File: src/rtl/vcap_pkg.sv
package vcap_pkg;
    localparam int PIX_W_DEF = 16;
    localparam int DIM_W_DEF = 12;

    typedef struct packed {
        logic vs_rise;
        logic de_rise;
        logic de_fall;
    } vcap_edges_t;
endpackage

File: src/rtl/vcap_edge.sv
module vcap_edge
    import vcap_pkg::*;
(
    input  logic        clk,
    input  logic        rst,
    input  logic        vs_i,
    input  logic        de_i,
    output vcap_edges_t edg_o,
    output logic        sof_o
);
    logic vs_q;
    logic de_q;
    logic primed;

    always_ff @(posedge clk) begin
        if (rst) begin
            vs_q   <= 1'b0;
            de_q   <= 1'b0;
            primed <= 1'b0;
            sof_o  <= 1'b0;
        end else begin
            vs_q   <= vs_i;
            de_q   <= de_i;
            primed <= 1'b1;
            sof_o  <= edg_o.vs_rise;
        end
    end

    always_comb begin
        edg_o.vs_rise = primed &  vs_i & ~vs_q;
        edg_o.de_rise = primed &  de_i & ~de_q;
        edg_o.de_fall = primed & ~de_i &  de_q;
    end


    sof_pulse_chk: assert property (@(posedge clk) disable iff (rst)
        sof_o |=> !sof_o);

    sof_src_chk: assert property (@(posedge clk) disable iff (rst)
        sof_o |-> $past(vs_i));

    sof_prime_chk: assert property (@(posedge clk) disable iff (rst)
        !primed |=> !sof_o);
endmodule

File: src/rtl/vcap_pipe.sv
module vcap_pipe #(
    parameter int PIX_W = 16
) (
    input  logic             clk,
    input  logic             rst,
    input  logic [PIX_W-1:0] data_i,
    input  logic             de_i,
    output logic [PIX_W-1:0] pix_o,
    output logic             vld_o
);
    logic chk_ok;

    always_ff @(posedge clk) begin
        if (rst) begin
            pix_o  <= '0;
            vld_o  <= 1'b0;
            chk_ok <= 1'b0;
        end else begin
            pix_o  <= data_i;
            vld_o  <= de_i;
            chk_ok <= 1'b1;
        end
    end


    pix_dly_chk: assert property (@(posedge clk) disable iff (rst)
        chk_ok |-> pix_o == $past(data_i));

    vld_dly_chk: assert property (@(posedge clk) disable iff (rst)
        chk_ok |-> vld_o == $past(de_i));
endmodule

File: src/rtl/vcap_meas.sv
module vcap_meas
    import vcap_pkg::*;
#(
    parameter int DIM_W = 12
) (
    input  logic             clk,
    input  logic             rst,
    input  logic             de_i,
    input  vcap_edges_t      edg_i,
    output logic [DIM_W-1:0] width_o,
    output logic [DIM_W-1:0] height_o
);
    localparam logic [DIM_W-1:0] CNT_MAX = {DIM_W{1'b1}};

    logic [DIM_W-1:0] pix_cnt;
    logic [DIM_W-1:0] line_w;
    logic [DIM_W-1:0] line_cnt;
    logic [DIM_W-1:0] line_w_nxt;
    logic [DIM_W-1:0] line_cnt_nxt;

    always_comb begin
        line_w_nxt   = edg_i.de_fall ? pix_cnt : line_w;
        line_cnt_nxt = (edg_i.de_fall && line_cnt != CNT_MAX) ? line_cnt + 1'b1 : line_cnt;
    end

    always_ff @(posedge clk) begin
        if (rst) begin
            pix_cnt <= '0;
        end else if (edg_i.de_rise) begin
            pix_cnt <= {{(DIM_W-1){1'b0}}, 1'b1};
        end else if (de_i && pix_cnt != CNT_MAX) begin
            pix_cnt <= pix_cnt + 1'b1;
        end
    end

    always_ff @(posedge clk) begin
        if (rst) begin
            line_w   <= '0;
            line_cnt <= '0;
            width_o  <= '0;
            height_o <= '0;
        end else begin
            line_w <= line_w_nxt;
            if (edg_i.vs_rise) begin
                width_o  <= line_w_nxt;
                height_o <= line_cnt_nxt;
                line_cnt <= '0;
            end else begin
                line_cnt <= line_cnt_nxt;
            end
        end
    end


    dims_hold_chk: assert property (@(posedge clk) disable iff (rst)
        !edg_i.vs_rise |=> $stable(width_o) && $stable(height_o));

    line_clr_chk: assert property (@(posedge clk) disable iff (rst)
        edg_i.vs_rise |=> line_cnt == '0);

    pix_sat_chk: assert property (@(posedge clk) disable iff (rst)
        (pix_cnt == CNT_MAX && de_i && !edg_i.de_rise) |=> pix_cnt == CNT_MAX);

    line_sat_chk: assert property (@(posedge clk) disable iff (rst)
        (line_cnt == CNT_MAX && !edg_i.vs_rise) |=> line_cnt == CNT_MAX);
endmodule

File: src/rtl/vcap_top.sv
module vcap_top
    import vcap_pkg::*;
#(
    parameter int PIX_W = PIX_W_DEF,
    parameter int DIM_W = DIM_W_DEF
) (
    input  logic             clk,
    input  logic             rst,
    input  logic [PIX_W-1:0] vid_i,
    input  logic             vs_i,
    input  logic             de_i,
    output logic [PIX_W-1:0] pix_o,
    output logic             pix_vld_o,
    output logic             sof_o,
    output logic [DIM_W-1:0] act_w_o,
    output logic [DIM_W-1:0] act_h_o
);
    vcap_edges_t edg;

    vcap_edge u_edge (
        .clk   (clk),
        .rst   (rst),
        .vs_i  (vs_i),
        .de_i  (de_i),
        .edg_o (edg),
        .sof_o (sof_o)
    );

    vcap_pipe #(.PIX_W(PIX_W)) u_pipe (
        .clk    (clk),
        .rst    (rst),
        .data_i (vid_i),
        .de_i   (de_i),
        .pix_o  (pix_o),
        .vld_o  (pix_vld_o)
    );

    vcap_meas #(.DIM_W(DIM_W)) u_meas (
        .clk      (clk),
        .rst      (rst),
        .de_i     (de_i),
        .edg_i    (edg),
        .width_o  (act_w_o),
        .height_o (act_h_o)
    );


    sof_dims_chk: assert property (@(posedge clk) disable iff (rst)
        (act_w_o != $past(act_w_o) || act_h_o != $past(act_h_o)) |-> sof_o);
endmodule

File: config.mk
export PLATFORM = sky130hd
export DESIGN_NAME = vcap_top
export DESIGN_NICKNAME = d
export VERILOG_FILES = /design/src/rtl/vcap_pkg.sv /design/src/rtl/vcap_edge.sv /design/src/rtl/vcap_pipe.sv /design/src/rtl/vcap_meas.sv /design/src/rtl/vcap_top.sv
export SDC_FILE = /design/constraint.sdc
export NUM_CORES = 1
export LEC_CHECK = 0
export BUFFER_PORTS_ARGS = -buffer_cell sky130_fd_sc_hd__buf_2
export CORE_UTILIZATION = 49
export DETAILED_ROUTE_END_ITERATION = 10
export GPL_ROUTABILITY_DRIVEN = 0
export PLACE_DENSITY_LB_ADDON = 0.25
export SYNTH_ARGS = -nofsm -noshare
export SYNTH_HDL_FRONTEND = slang
export SYNTH_SLANG_ARGS = --single-unit
export TNS_END_PERCENT = 1
File: constraint.sdc
create_clock -name clk -period 1.6 [get_ports clk]
set_input_delay 0.32 -clock clk [delete_from_list [all_inputs] [get_ports clk]]
set_output_delay 0.32 -clock clk [all_outputs]
set_load 0.01 [all_outputs]
Word-level counts from Yosys, hierarchy flattened. Cells that the tools add are included.

Flip-flop bits (word level): 80. Output and inout bits: 42.

$add $sub $neg: 2. Equality and inequality tests: 2. Multiplexer cells: 5. Bitwise operators: 9. Reductions and logical operators: 5.

Operators by type and width (count): 12-bit by 1-bit adder with 12-bit output (second input constant) (2); 12-bit 2-to-1 mux (2); 12-bit != test (second input constant) (2); 1-bit AND (6); 2-bit OR reduction (2); 1-bit 2-to-1 mux (3); 1-bit NOT (3); 1-bit logical AND (2); 2-bit nonzero test (1).

Longest topological paths before layout. Gate-level depths: netlist of the first run.

Depth in word-level cells: 5. Depth in mapped cells: 7. Depth with buffers taken out: 5.

By module. A second synthesis of the first run with hierarchy kept.

Cell total of the unflattened synthesis: 300. Area, all modules: 3042.9 um^2.

By module, submodules not included: vcap_meas (instances 1, cells each 254, area an instance 2427.3 um^2, seq. area each 1201.2 um^2); vcap_pipe (instances 1, cells each 35, area an instance 475.5 um^2, seq. area each 340.3 um^2); vcap_edge (instances 1, cells each 11, area an instance 140.1 um^2, seq. area each 80.1 um^2).

Worst setup path after synthesis of the first run. OpenSTA, ideal clock, no wires.

Path kind: register -> register. From: register u_meas.line_cnt[0]. To: register u_meas.height_o[0]. Library setup time: 88 ps. Arrival time: 1550 ps. Path slack: -38 ps. Cell stages (with the launch flop): 7. Buffers on the path: 1. Clock period less this slack: 1638 ps. Cells stage by stage: dfxtp_1 ha_1 nand2_1 nor4_4 buf_6 o21ai_1 a311oi_2.

Cells in the longest elaborated chain, start to end: 3. Elaborated cells on any way between the ends: 4. Classes of those cells: add/sub (1); eq/ne (1); mux (1); reduce/logical (1).

Ends and longest elaborated chain: from (decl) (RTL line vcap_meas.sv:17) `logic [DIM_W-1:0] line_cnt;`; from (signal assigned) (RTL line vcap_meas.sv:49) `line_cnt <= line_cnt_nxt;`; parallel branches: the longest is 2 deep, another holds 12-bit by 1-bit adder with 12-bit output; 12-bit 2-to-1 mux (*) (RTL line vcap_meas.sv:23) `line_cnt_nxt = (edg_i.de_fall && line_cnt != CNT_MAX) ? line_cnt + 1'b1 : line_cnt;`; to (signal assigned) (RTL line vcap_meas.sv:46) `height_o <= line_cnt_nxt;`; to (decl) (RTL line vcap_meas.sv:11) `output logic [DIM_W-1:0] height_o`.

Every way passes the cells marked *. A chain may end at the register's enable or synchronous reset.

Final worst setup path of the first run.
From: register u_meas.line_cnt[5]. To: register u_meas.height_o[9].

Same word-level chain as after synthesis.

==> results of run 1 <==
[worst min-delay path by stage]
stage,startpoint,end,slack (ns)
after floorplan,u_meas.line_w[10],u_meas.line_w[10],0.44
after global placement,u_meas.line_w[7],u_meas.line_w[7],0.45
after detailed placement,u_meas.line_w[7],u_meas.line_w[7],0.46
after CTS,vid_i[11],u_pipe.pix_o[11],0.16
after global routing,vid_i[12],u_pipe.pix_o[12],0.17
final,vid_i[11],u_pipe.pix_o[11],0.16
[critical path, stage by stage, from the launching register on]
cell                      delay, ns
sky130_fd_sc_hd__dfxtp_1       0.48
sky130_fd_sc_hd__nand2_4       0.10
sky130_fd_sc_hd__nor4_4        0.39
sky130_fd_sc_hd__buf_6         0.18
sky130_fd_sc_hd__o41ai_1       0.08
sky130_fd_sc_hd__buf_4         0.15
sky130_fd_sc_hd__o31ai_4       0.16
[registers in the layout, indices dropped and copies added (netlist names)]
signal           flops
u_edge.primed        1
u_meas.width_o      12
u_meas.height_o     12
u_edge.sof_o         1
u_pipe.pix_o        16
u_meas.line_w       12
u_pipe.vld_o         1
u_meas.pix_cnt      12
u_edge.vs_q          1
u_meas.line_cnt     12
[power by group through the flow]
stage / registers, µW / clock network (µW) / logic [µW]
final: 2050 / 2170 / 256
after global routing: 2060 / 2270 / 284
after CTS: 2050 / 2190 / 254
after detailed placement: 2100 / 0 / 252
after global placement: 2100 / 0 / 248
after floorplan: 2120 / 0 / 112
[kinds of logic after synthesis]
group / after synthesis
AND/OR/NAND/NOR: 138
adder cells (fa/ha/maj): 2
AO/OA/AOI/OAI: 86
buffers and inverters: 27
XOR/XNOR: 3
flip-flops: 80
[placed cells by master (no fill, tap or decap), drive strengths merged]
cell type,n
nor3,4
xor2,1
nand3b,3
nor2b,17
ha,2
dfxtp,80
a2111oi,1
clkbuf,11
a21o,12
nor4,3
and3b,2
o31ai,8
or4,8
or3,7
nand3,15
a31oi,9
nor2,12
xnor2,2
and4,4
nand2,37
or2,1
nor3b,1
o21ai,17
and3,16
inv,5
a21oi,27
o21bai,1
buf,103
o41ai,5
o21a,1
nand4,7
o311a,1
a311oi,2
and2b,1
a41o,1
o211ai,1
bufinv,5
[through the flow]
stage | util | setup WS, ns | total power (µW) | hold WS [ns]
floorplan | - | 0.0120 | 2240 | 0.440
global placement | 0.615 | 0.0368 | 2350 | 0.449
detailed placement | 0.615 | -0.0310 | 2350 | 0.457
CTS | 0.667 | 0.00592 | 4500 | 0.156
global route | 0.695 | -0.0653 | 4620 | 0.170
finish | 0.695 | -0.0152 | 4480 | 0.164
[final cells by class]
type / instances / share of cell area
flip-flops and latches: 80 / 0.387
multi-input cells: 229 / 0.360
repair buffers: 103 / 0.154
clock buffers: 11 / 0.0361
clock inverters: 5 / 0.0358
well taps: 75 / 0.0224
inverters: 5 / 0.00448
[per-layer routing]
layer | wire (µm) | part of all wire
met1 | 3610 | 0.48
met2 | 3310 | 0.44
met3 | 515 | 0.068
met4 | 162 | 0.021
met5 | 0 | 0
[repair_timing]
item	CTS	global route
gates resized for setup	3	34
buffers inserted	0	6
hold endpoints to repair	0	0
hold buffers	0	0
cloned	0	1
endpoints found under the setup margin	5	29
pin swaps	1	9
==> reports/qor_table.md, run 1 <==
| Parameter | Value | Unit |
|---|---|---|
| Run status | finished with violations | - |
| Failing checks | negative setup slack | - |
| Sum of routed wire length over all layers | 7.59 | mm |
| Starting density of the core | 0.519 | - |
| Arr. time, crit path | 1.90 | ns |
| Flip-flop and latch count after synthesis | 80 | - |
| Maximum fanout along the worst path | 7 | - |
| Mapped Nets | 358 | - |
| Period utilisation layout | 1.01 | - |
| Total Die Area | 6710 | µm² |
| Placed cell area | 3710 | µm² |
| Count of different cell masters after synthesis | 48 | - |
| Area fraction of the dominant cell type after synthesis | 0.512 | - |
| Syn-to-layout area delta | 34.0 | % |
| Sequential group share of total power | 0.458 | - |
| Internal cell power | 3580 | µW |
| Post-Syn Instances | 336 | - |
| GR Util met1 | 0.322 | - |
| Drt wl/cell | 14.9 | µm |
| Number of rows created at floorplan | 28 | - |
| Global routing usage on met2 | 0.364 | - |
| Clock share of power | 0.484 | - |
| Core area | 6030 | µm² |
| Worst setup path class | flop to flop | - |
| Mapped cell area | 3130 | µm² |
| Root buf cell | sky130_fd_sc_hd__clkbuf_8 | - |
| Ranking of synthesized cells by instance count | 80 x sky130_fd_sc_hd__dfxtp_1, 37 x sky130_fd_sc_hd__nand2_1, 27 x sky130_fd_sc_hd__a21oi_1 | - |
| Number of antenna violations at the first check in global routing | 0 | - |
| Worst setup startpoint | u_meas.line_cnt[5] | - |
| Post-synthesis adder-cell area fraction | 0.00800 | - |
| Share of post-route cells with drive strength above 1 | 0.365 | - |
| Number of global-route vias before repair | 2537 | - |
| Reg2Reg Depth | 6 | - |
| Hold Vio Cnt, Final | 0 | - |
| Number of top-level pins | 62 | - |
| Net Sw Frac | 0.200 | - |
| Number of vias after detailed routing | 2795 | - |
| Sequential cell area fraction in the yosys report | 0.512 | - |
| Leading post-synthesis cells by cell area | sky130_fd_sc_hd__dfxtp_1 51%, sky130_fd_sc_hd__nand2_1 4.4%, sky130_fd_sc_hd__a21oi_1 4.3% | - |
| Number of inserted diodes | 0 | - |
| Data required, critical path | 1.88 | ns |
| Nets | 450 | - |
| Maximum root-to-sink buffer count | 2 | - |
| Cell type with the highest aggregate area in the netlist | sky130_fd_sc_hd__dfxtp_1 | - |
| Worst setup slack for register-to-register paths | -0.02 | ns |
| Max-cap violations | 0 | - |
| Slew of the pin with the lowest slew margin | 0.408 | ns |
| Post-detailed-placement half-perimeter wirelength | 5.05 | mm |
| Part of the total power dissipated in combinational logic | 0.057 | - |
| Number of placed instances with taps included | 485 | - |
| Maximum number of pins on one net before global-route repair | 32 | - |
| Post-Route Setup TNS | -0.0152 | ns |
| Count of flip-flops with a built-in enable after synthesis | 0 | - |
| RSZ-0062 raised after global routing | true | - |
| DR iter-0 viols | 330 | - |
| Power per cell area | 1070 | nW/µm² |
| Remaining number of nets flagged by the antenna check after routing | 0 | - |
| Capturing point of the worst reg2reg path | u_meas.height_o[9] | - |
| Sequential cell area | 1620 | µm² |
| Die Height | 81.9 | µm |
| Total global-route track usage | 0.240 | - |
| Number of detailed-route iterations in the first pass | 4 | - |
| Most frequent cell after synthesis | sky130_fd_sc_hd__dfxtp_1 | - |
| Post-route design area | 4190 | µm² |
| Die width | 81.9 | µm |
| Area fraction in compound gates after synthesis | 0.179 | - |
| Kind of start point of the critical path | flop | - |
| Global-route wire length before repair | 12.0 | mm |
| Area fraction in and, or, nand and nor cells after synthesis | 0.252 | - |
| Number of filler instances in the final layout | 470 | - |
| Worst VDD drop | 0.939 | mV |
| Post-synthesis area per instance | 9.31 | µm² |
| TritonCTS Sinks | 80 | - |
| Final routed DRC violation total | 0 | - |
| Final critical delay including setup and external delays | 1.62 | ns |
| Ys flop type | sky130_fd_sc_hd__dfxtp_1 | - |
| Total clock buffers created by CTS | 9 | - |
| Number of pins with negative max-slew slack in the final report | 0 | - |
| Skew final | 0.0111 | ns |
| CP Capture Point | u_meas.height_o[9] | - |
| Share of synthesized area spent on multiplexers | 0 | - |
| CP Capture Type | flop | - |
| Clock insertion delay at the later pin of the skew report | 0.36 | ns |
| WHS Path Cells | 2 | - |
| Fmax | 619 | MHz |
| Async set-or-reset flop fraction in the synthesized netlist | 0 | - |
| Clock tree from TritonCTS | done | - |
| Xor and xnor area share after synthesis | 0.00840 | - |
| Number of I/O port buffers | 61 | - |
| Largest family of logic cells by synthesized area | simple AND/OR/NAND/NOR gates | - |
| Setup violations, final | 1 | - |
| Clock transition at the registers of the reported paths | 0.08 | ns |
| Worst reg2reg startpoint | u_meas.line_cnt[5] | - |
| Synthesis Warnings | 0 | - |
| Worst Setup Slack, final | -0.0152 | ns |
| Met3 demand-to-capacity share in global routing | 0.0478 | - |
| Path class of the lowest-slack min-delay path | input pin to flop | - |
| Static leakage power | 0.00189 | µW |
| Slew HR | 0.724 | - |
| Via-to-Cell Ratio | 5.50 | - |
| H-tree levels | 3 | - |
| Busiest grt layer | met2 | - |
| Net load switching power | 894 | µW |
| Non-filler instance count after layout | 508 | - |
| Area occupied by multi-input gates | 1510 | µm² |
| Gr ovfl total | 0 | - |
(Power assumes the default switching activity.)
==> run 2: changes to the inputs <==
- CORE_ASPECT_RATIO: unset -> 2
==> reports/qor_table.md, run 2 (same netlist as run 1, synthesis figures left out) <==
| Parameter | Value | Unit |
|---|---|---|
| Gr ovfl total | 0 | - |
| Sum of routed wire length over all layers | 7.71 | mm |
| Share of post-route cells with drive strength above 1 | 0.326 | - |
| Slew HR | 0.725 | - |
| Maximum number of pins on one net before global-route repair | 36 | - |
| Clock insertion delay at the later pin of the skew report | 0.34 | ns |
| H-tree levels | 3 | - |
| Sequential cell area | 1610 | µm² |
| Number of I/O port buffers | 61 | - |
| Min-delay src | vid_i[10] | - |
| Worst Hold Margin | 0.188 | ns |
| Drt wl/cell | 15.0 | µm |
| Maximum fanout along the worst path | 5 | - |
| Via-to-Cell Ratio | 5.49 | - |
| Fmax | 638 | MHz |
| Worst setup path class | flop to flop | - |
| Run status | completed | - |
| Number of antenna violations at the first check in global routing | 0 | - |
| Core area | 6060 | µm² |
| Commonest cells after routing, fill and taps aside | 74 x sky130_fd_sc_hd__dfxtp_1, 61 x sky130_fd_sc_hd__buf_2, 36 x sky130_fd_sc_hd__nand2_1, 36 x sky130_fd_sc_hd__buf_4, 27 x sky130_fd_sc_hd__a21oi_1 | - |
| Number of flip-flops under the largest register name | 16 | - |
| Total global-route track usage | 0.247 | - |
| Capturing point of the worst reg2reg path | u_meas.height_o[6] | - |
| Number of rows created at floorplan | 40 | - |
| Number of inserted diodes | 0 | - |
| CP Capture Type | flop | - |
| Total clock buffers created by CTS | 9 | - |
| Max-cap violations | 0 | - |
| Number of detailed-route iterations in the first pass | 4 | - |
| Path class of the lowest-slack min-delay path | input pin to flop | - |
| Reg2Reg Depth | 5 | - |
| TritonCTS Sinks | 80 | - |
| Root buf cell | sky130_fd_sc_hd__clkbuf_16 | - |
| Clock transition at the registers of the reported paths | 0.06 | ns |
| Global-route wire length before repair | 12.6 | mm |
| Kind of start point of the critical path | flop | - |
| Setup violations, final | 0 | - |
| Total of hold buffers inserted after clock tree synthesis | 0 | - |
| Post-route design area | 4100 | µm² |
| Final critical delay including setup and external delays | 1.57 | ns |
| Worst VDD drop | 0.878 | mV |
| Power per cell area | 1090 | nW/µm² |
| Number of vias after detailed routing | 2815 | - |
| Remaining number of nets flagged by the antenna check after routing | 0 | - |
| Largest register by flop count | u_pipe.pix_o | - |
| Slew of the pin with the lowest slew margin | 0.407 | ns |
| Data required, critical path | 1.86 | ns |
| Worst setup slack for register-to-register paths | 0.03 | ns |
| Die width | 58.5 | µm |
| Post-detailed-placement half-perimeter wirelength | 5.60 | mm |
| Crit-path max cell delay | 0.53 | ns |
| Die Height | 115 | µm |
| Hold Crit Endpoint | u_pipe.pix_o[10] | - |
| Standard cell with the maximum stage delay on the critical path | sky130_fd_sc_hd__or4_1 | - |
| DR iter-0 viols | 137 | - |
| Area occupied by multi-input gates | 1450 | µm² |
| Hold Vio Cnt, Final | 0 | - |
| Total Die Area | 6730 | µm² |
| Syn-to-layout area delta | 31.2 | % |
| Critical-path cell list | ha_2 -> buf_4 -> nand3_2 -> or4_1 -> a31oi_1 | - |
| Worst reg2reg startpoint | u_meas.line_cnt[1] | - |
| Arr. time, crit path | 1.83 | ns |
| Number of global-route vias before repair | 2833 | - |
| Static leakage power | 0.00183 | µW |
| Number of top-level pins | 62 | - |
| Starting density of the core | 0.517 | - |
| Maximum root-to-sink buffer count | 2 | - |
| Most frequent standard cell in the layout excluding fill and tap cells | sky130_fd_sc_hd__dfxtp_1 | - |
| Period utilisation layout | 0.980 | - |
| Number of filler instances in the final layout | 508 | - |
| RSZ-0062 raised after global routing | true | - |
| WHS Path Cells | 2 | - |
| Placed cell area | 3730 | µm² |
| Final routed DRC violation total | 0 | - |
| Number of pins with negative max-slew slack in the final report | 0 | - |
| Nets | 446 | - |
| Skew final | 0.00598 | ns |
| Clock tree from TritonCTS | done | - |
-- run 2: changes by cell type in the layout (fill, tap and decap cells not counted), sizes merged --
cell	previous run	this run
buf	103	99
bufinv	5	2
clkbuf	11	13
clkinv	0	1
-- run 2: critical path, delay by kind of cell, from the launching register on --
| family | cells | cell delay (ns) |
|---|---|---|
| AOI/OAI and AO/OA | 1 | 0.18 |
| adders and majority gates | 1 | 0.19 |
| buffers and inverters | 1 | 0.13 |
| DFF | 1 | 0.34 |
| and+or+nand+nor | 2 | 0.65 |
-- run 2: through the flow --
stage	power [µW]	utilization	TNS, ns	worst slack, ns	std cells
global placement	2350	0.616	0	0.0177	497
finish	4480	0.677	0	0.0319	513
CTS	4510	0.669	0	0.0104	513
floorplan	2240	-	0	0.0120	336
global route	4620	0.677	-0.350	-0.107	513
detailed placement	2350	0.616	-0.0334	-0.0238	497
-- run 2: cell type report --
| type | count | share of cell area |
|---|---|---|
| Timing Repair Buffer | 99 | 0.148 |
| Tap cell | 84 | 0.0256 |
| Clock buffer | 13 | 0.0610 |
| Inverter | 5 | 0.00457 |
| Clock inverter | 3 | 0.0159 |
| Sequential cell | 80 | 0.392 |
| Multi-Input combinational cell | 229 | 0.353 |
-- run 2: power by group --
| group | internal, µW | switching, µW |
|---|---|---|
| Combinational | 111 | 140 |
| Clock | 1410 | 764 |
| Sequential | 2040 | 19.8 |
| Total | 3560 | 924 |
-- run 2: repair_timing --
action / in CTS / in global routing
endpoints found under the setup margin: 5 / 23
gates resized for setup: 2 / 17
setup buffers: 0 / 0
pin swaps: 0 / 1
-- run 2: worst max-delay path by stage --
stage | from | to | slack, ns | depth (start not counted)
floorplan | u_pipe.vld_o | u_meas.pix_cnt[5] | 0.01 | 5
global placement | de_i | u_meas.height_o[10] | 0.02 | 6
detailed placement | u_meas.line_cnt[0] | u_meas.height_o[3] | -0.02 | 6
CTS | u_meas.line_cnt[2] | u_meas.height_o[9] | 0.01 | 6
global route | u_meas.line_cnt[0] | u_meas.height_o[8] | -0.11 | 5
finish | u_meas.line_cnt[1] | u_meas.height_o[6] | 0.03 | 5
-- run 2: layer usage --
layer  GRT usage  share of wire  wire (µm)
met3      0.0630          0.028        216
met4       0.124          0.029        224
met2       0.460           0.57       4410
met5           0              0          0
met1       0.244           0.37       2870
==> run 3: changes to the inputs <==
- MAX_ROUTING_LAYER: unset -> met4
- PLACE_DENSITY: unset -> 0.86
- PLACE_DENSITY_LB_ADDON: 0.25 -> unset
- SKIP_LAST_GASP: unset -> 1
==> reports/qor_table.md, run 3 (same netlist as run 1, synthesis figures left out) <==
| Parameter | Value | Unit |
|---|---|---|
| Reg2Reg Depth | 6 | - |
| DR iter-0 viols | 130 | - |
| Sum of routed wire length over all layers | 8.28 | mm |
| Share of post-route cells with drive strength above 1 | 0.318 | - |
| Total clock buffers created by CTS | 9 | - |
| Most frequent standard cell in the layout excluding fill and tap cells | sky130_fd_sc_hd__dfxtp_1 | - |
| Root buf cell | sky130_fd_sc_hd__clkbuf_16 | - |
| Drt wl/cell | 16.4 | µm |
| Global-route wire length before repair | 12.8 | mm |
| Kind of start point of the critical path | flop | - |
| Worst VDD drop | 0.710 | mV |
| Non-filler instance count after layout | 505 | - |
| Total of hold buffers inserted after clock tree synthesis | 0 | - |
| Path class of the lowest-slack min-delay path | input pin to flop | - |
| Slew of the pin with the lowest slew margin | 0.385 | ns |
| Die Height | 115 | µm |
| Largest register by flop count | u_pipe.pix_o | - |
| TritonCTS Sinks | 80 | - |
| RSZ-0062 raised after global routing | true | - |
| Fmax | 620 | MHz |
| Gr ovfl total | 0 | - |
| WHS Path Cells | 2 | - |
| Post-detailed-placement half-perimeter wirelength | 5.91 | mm |
| Final critical delay including setup and external delays | 1.61 | ns |
| Clock transition at the registers of the reported paths | 0.06 | ns |
| Number of rows created at floorplan | 40 | - |
| Number of filler instances in the final layout | 458 | - |
| Critical Path Stages | 6 | - |
| Worst setup path class | flop to flop | - |
| Maximum root-to-sink buffer count | 2 | - |
| Slew HR | 0.743 | - |
| Critical-path cell list | ha_2 -> nand2_2 -> nor4_4 -> buf_4 -> or4_1 -> a31oi_1 | - |
| Standard cell with the maximum stage delay on the critical path | sky130_fd_sc_hd__or4_1 | - |
| CP Capture Type | flop | - |
| Setup violations, final | 1 | - |
| Nets | 441 | - |
| Core area | 6060 | µm² |
| Number of inserted diodes | 0 | - |
| Number of placed instances with taps included | 492 | - |
| Total global-route track usage | 0.262 | - |
| Data required, critical path | 1.85 | ns |
| Syn-to-layout area delta | 28.9 | % |
| Number of global-route vias before repair | 2892 | - |
| Remaining number of nets flagged by the antenna check after routing | 0 | - |
| Final routed DRC violation total | 0 | - |
| Commonest cells after routing, fill and taps aside | 74 x sky130_fd_sc_hd__dfxtp_1, 61 x sky130_fd_sc_hd__buf_2, 36 x sky130_fd_sc_hd__nand2_1, 32 x sky130_fd_sc_hd__buf_4, 27 x sky130_fd_sc_hd__a21oi_1 | - |
| Cell type group with the largest total delay on the critical path | simple AND/OR/NAND/NOR gates | - |
| Util after Layout | 0.666 | - |
| Max-cap violations | 0 | - |
| Number of top-level pins | 62 | - |
| Number of pins with negative max-slew slack in the final report | 0 | - |
| Die width | 58.5 | µm |
| Maximum number of pins on one net before global-route repair | 37 | - |
| Failing checks | negative setup slack | - |
| Static leakage power | 0.00180 | µW |
| Number of antenna violations at the first check in global routing | 0 | - |
| Hold Vio Cnt, Final | 0 | - |
| Total Die Area | 6730 | µm² |
| Power per cell area | 1030 | nW/µm² |
| Clock tree from TritonCTS | done | - |
| Run status | finished with violations | - |
| Period utilisation layout | 1.01 | - |
| Number of vias after detailed routing | 2969 | - |
| Number of I/O port buffers | 61 | - |
| Skew final | 0.00662 | ns |
| Arr. time, crit path | 1.86 | ns |
| Number of flip-flops under the largest register name | 16 | - |
| Maximum fanout along the worst path | 12 | - |
| Clock insertion delay at the later pin of the skew report | 0.33 | ns |
| Overall power | 4150 | µW |
| Number of detailed-route iterations in the first pass | 5 | - |
| Worst Hold Margin | 0.199 | ns |
| Critical path buffers and inverters | 1 | - |
| Worst Setup Slack, final | -0.0121 | ns |
| Starting density of the core | 0.517 | - |
| Crit-path max cell delay | 0.51 | ns |
| H-tree levels | 3 | - |
| Via-to-Cell Ratio | 5.88 | - |
[run 3: routing by layer]
metal | vias up | GRT usage | wire [µm]
met5 | - | - | 0
li1 | 1382 | - | -
met3 | 40 | 0.0641 | 368
met1 | 1432 | 0.232 | 2750
met4 | 0 | 0.184 | 429
met2 | 115 | 0.466 | 4730
[run 3: final timing paths]
kind / startpoint / to / slack (ns)
worst max-delay path: u_meas.line_cnt[0] / u_meas.height_o[3] / -0.01
worst min register to register: u_meas.height_o[9] / u_meas.height_o[9] / 0.46
worst max register to register: u_meas.line_cnt[0] / u_meas.height_o[3] / -0.01
worst min-delay path: vid_i[1] / u_pipe.pix_o[1] / 0.20
[run 3: layout make-up]
class / instances / area (µm²) / share of cell area
Clock buffer: 12 / 256 / 0.0636
Clock inverter: 1 / 5.00 / 0.00124
Inverter: 5 / 18.8 / 0.00466
Multi-Input combinational cell: 229 / 1470 / 0.365
Sequential cell: 80 / 1610 / 0.399
Tap cell: 84 / 105 / 0.0261
Timing Repair Buffer: 94 / 566 / 0.140
[run 3: power by group]
group | leakage, µW | total [µW] | internal, µW | switching, µW
Combinational | 0.00101 | 257 | 111 | 146
Clock | 0.000130 | 1830 | 1110 | 723
Sequential | 0.000655 | 2060 | 2040 | 22.0
Total | 0.00180 | 4150 | 3260 | 891
[run 3: through the flow]
stage | instance area [µm²] | TNS [ns] | setup WS [ns]
2_1_floorplan | 3130 | 0 | 0.0120
3_3_place_gp | 3690 | 0 | 0.0434
3_5_place_dp | 3690 | -0.0996 | -0.0458
4_1_cts | 3950 | -0.00118 | -0.00118
5_1_grt | 4030 | -0.302 | -0.0733
6_report | 4030 | -0.0121 | -0.0121
[run 3: repair_timing]
action                     4_1_cts  5_1_grt
buffers inserted                 0        0
setup endpoints to repair        4       21
pin swaps                        1        6
hold endpoints to repair         0        0
resized for setup                1       20
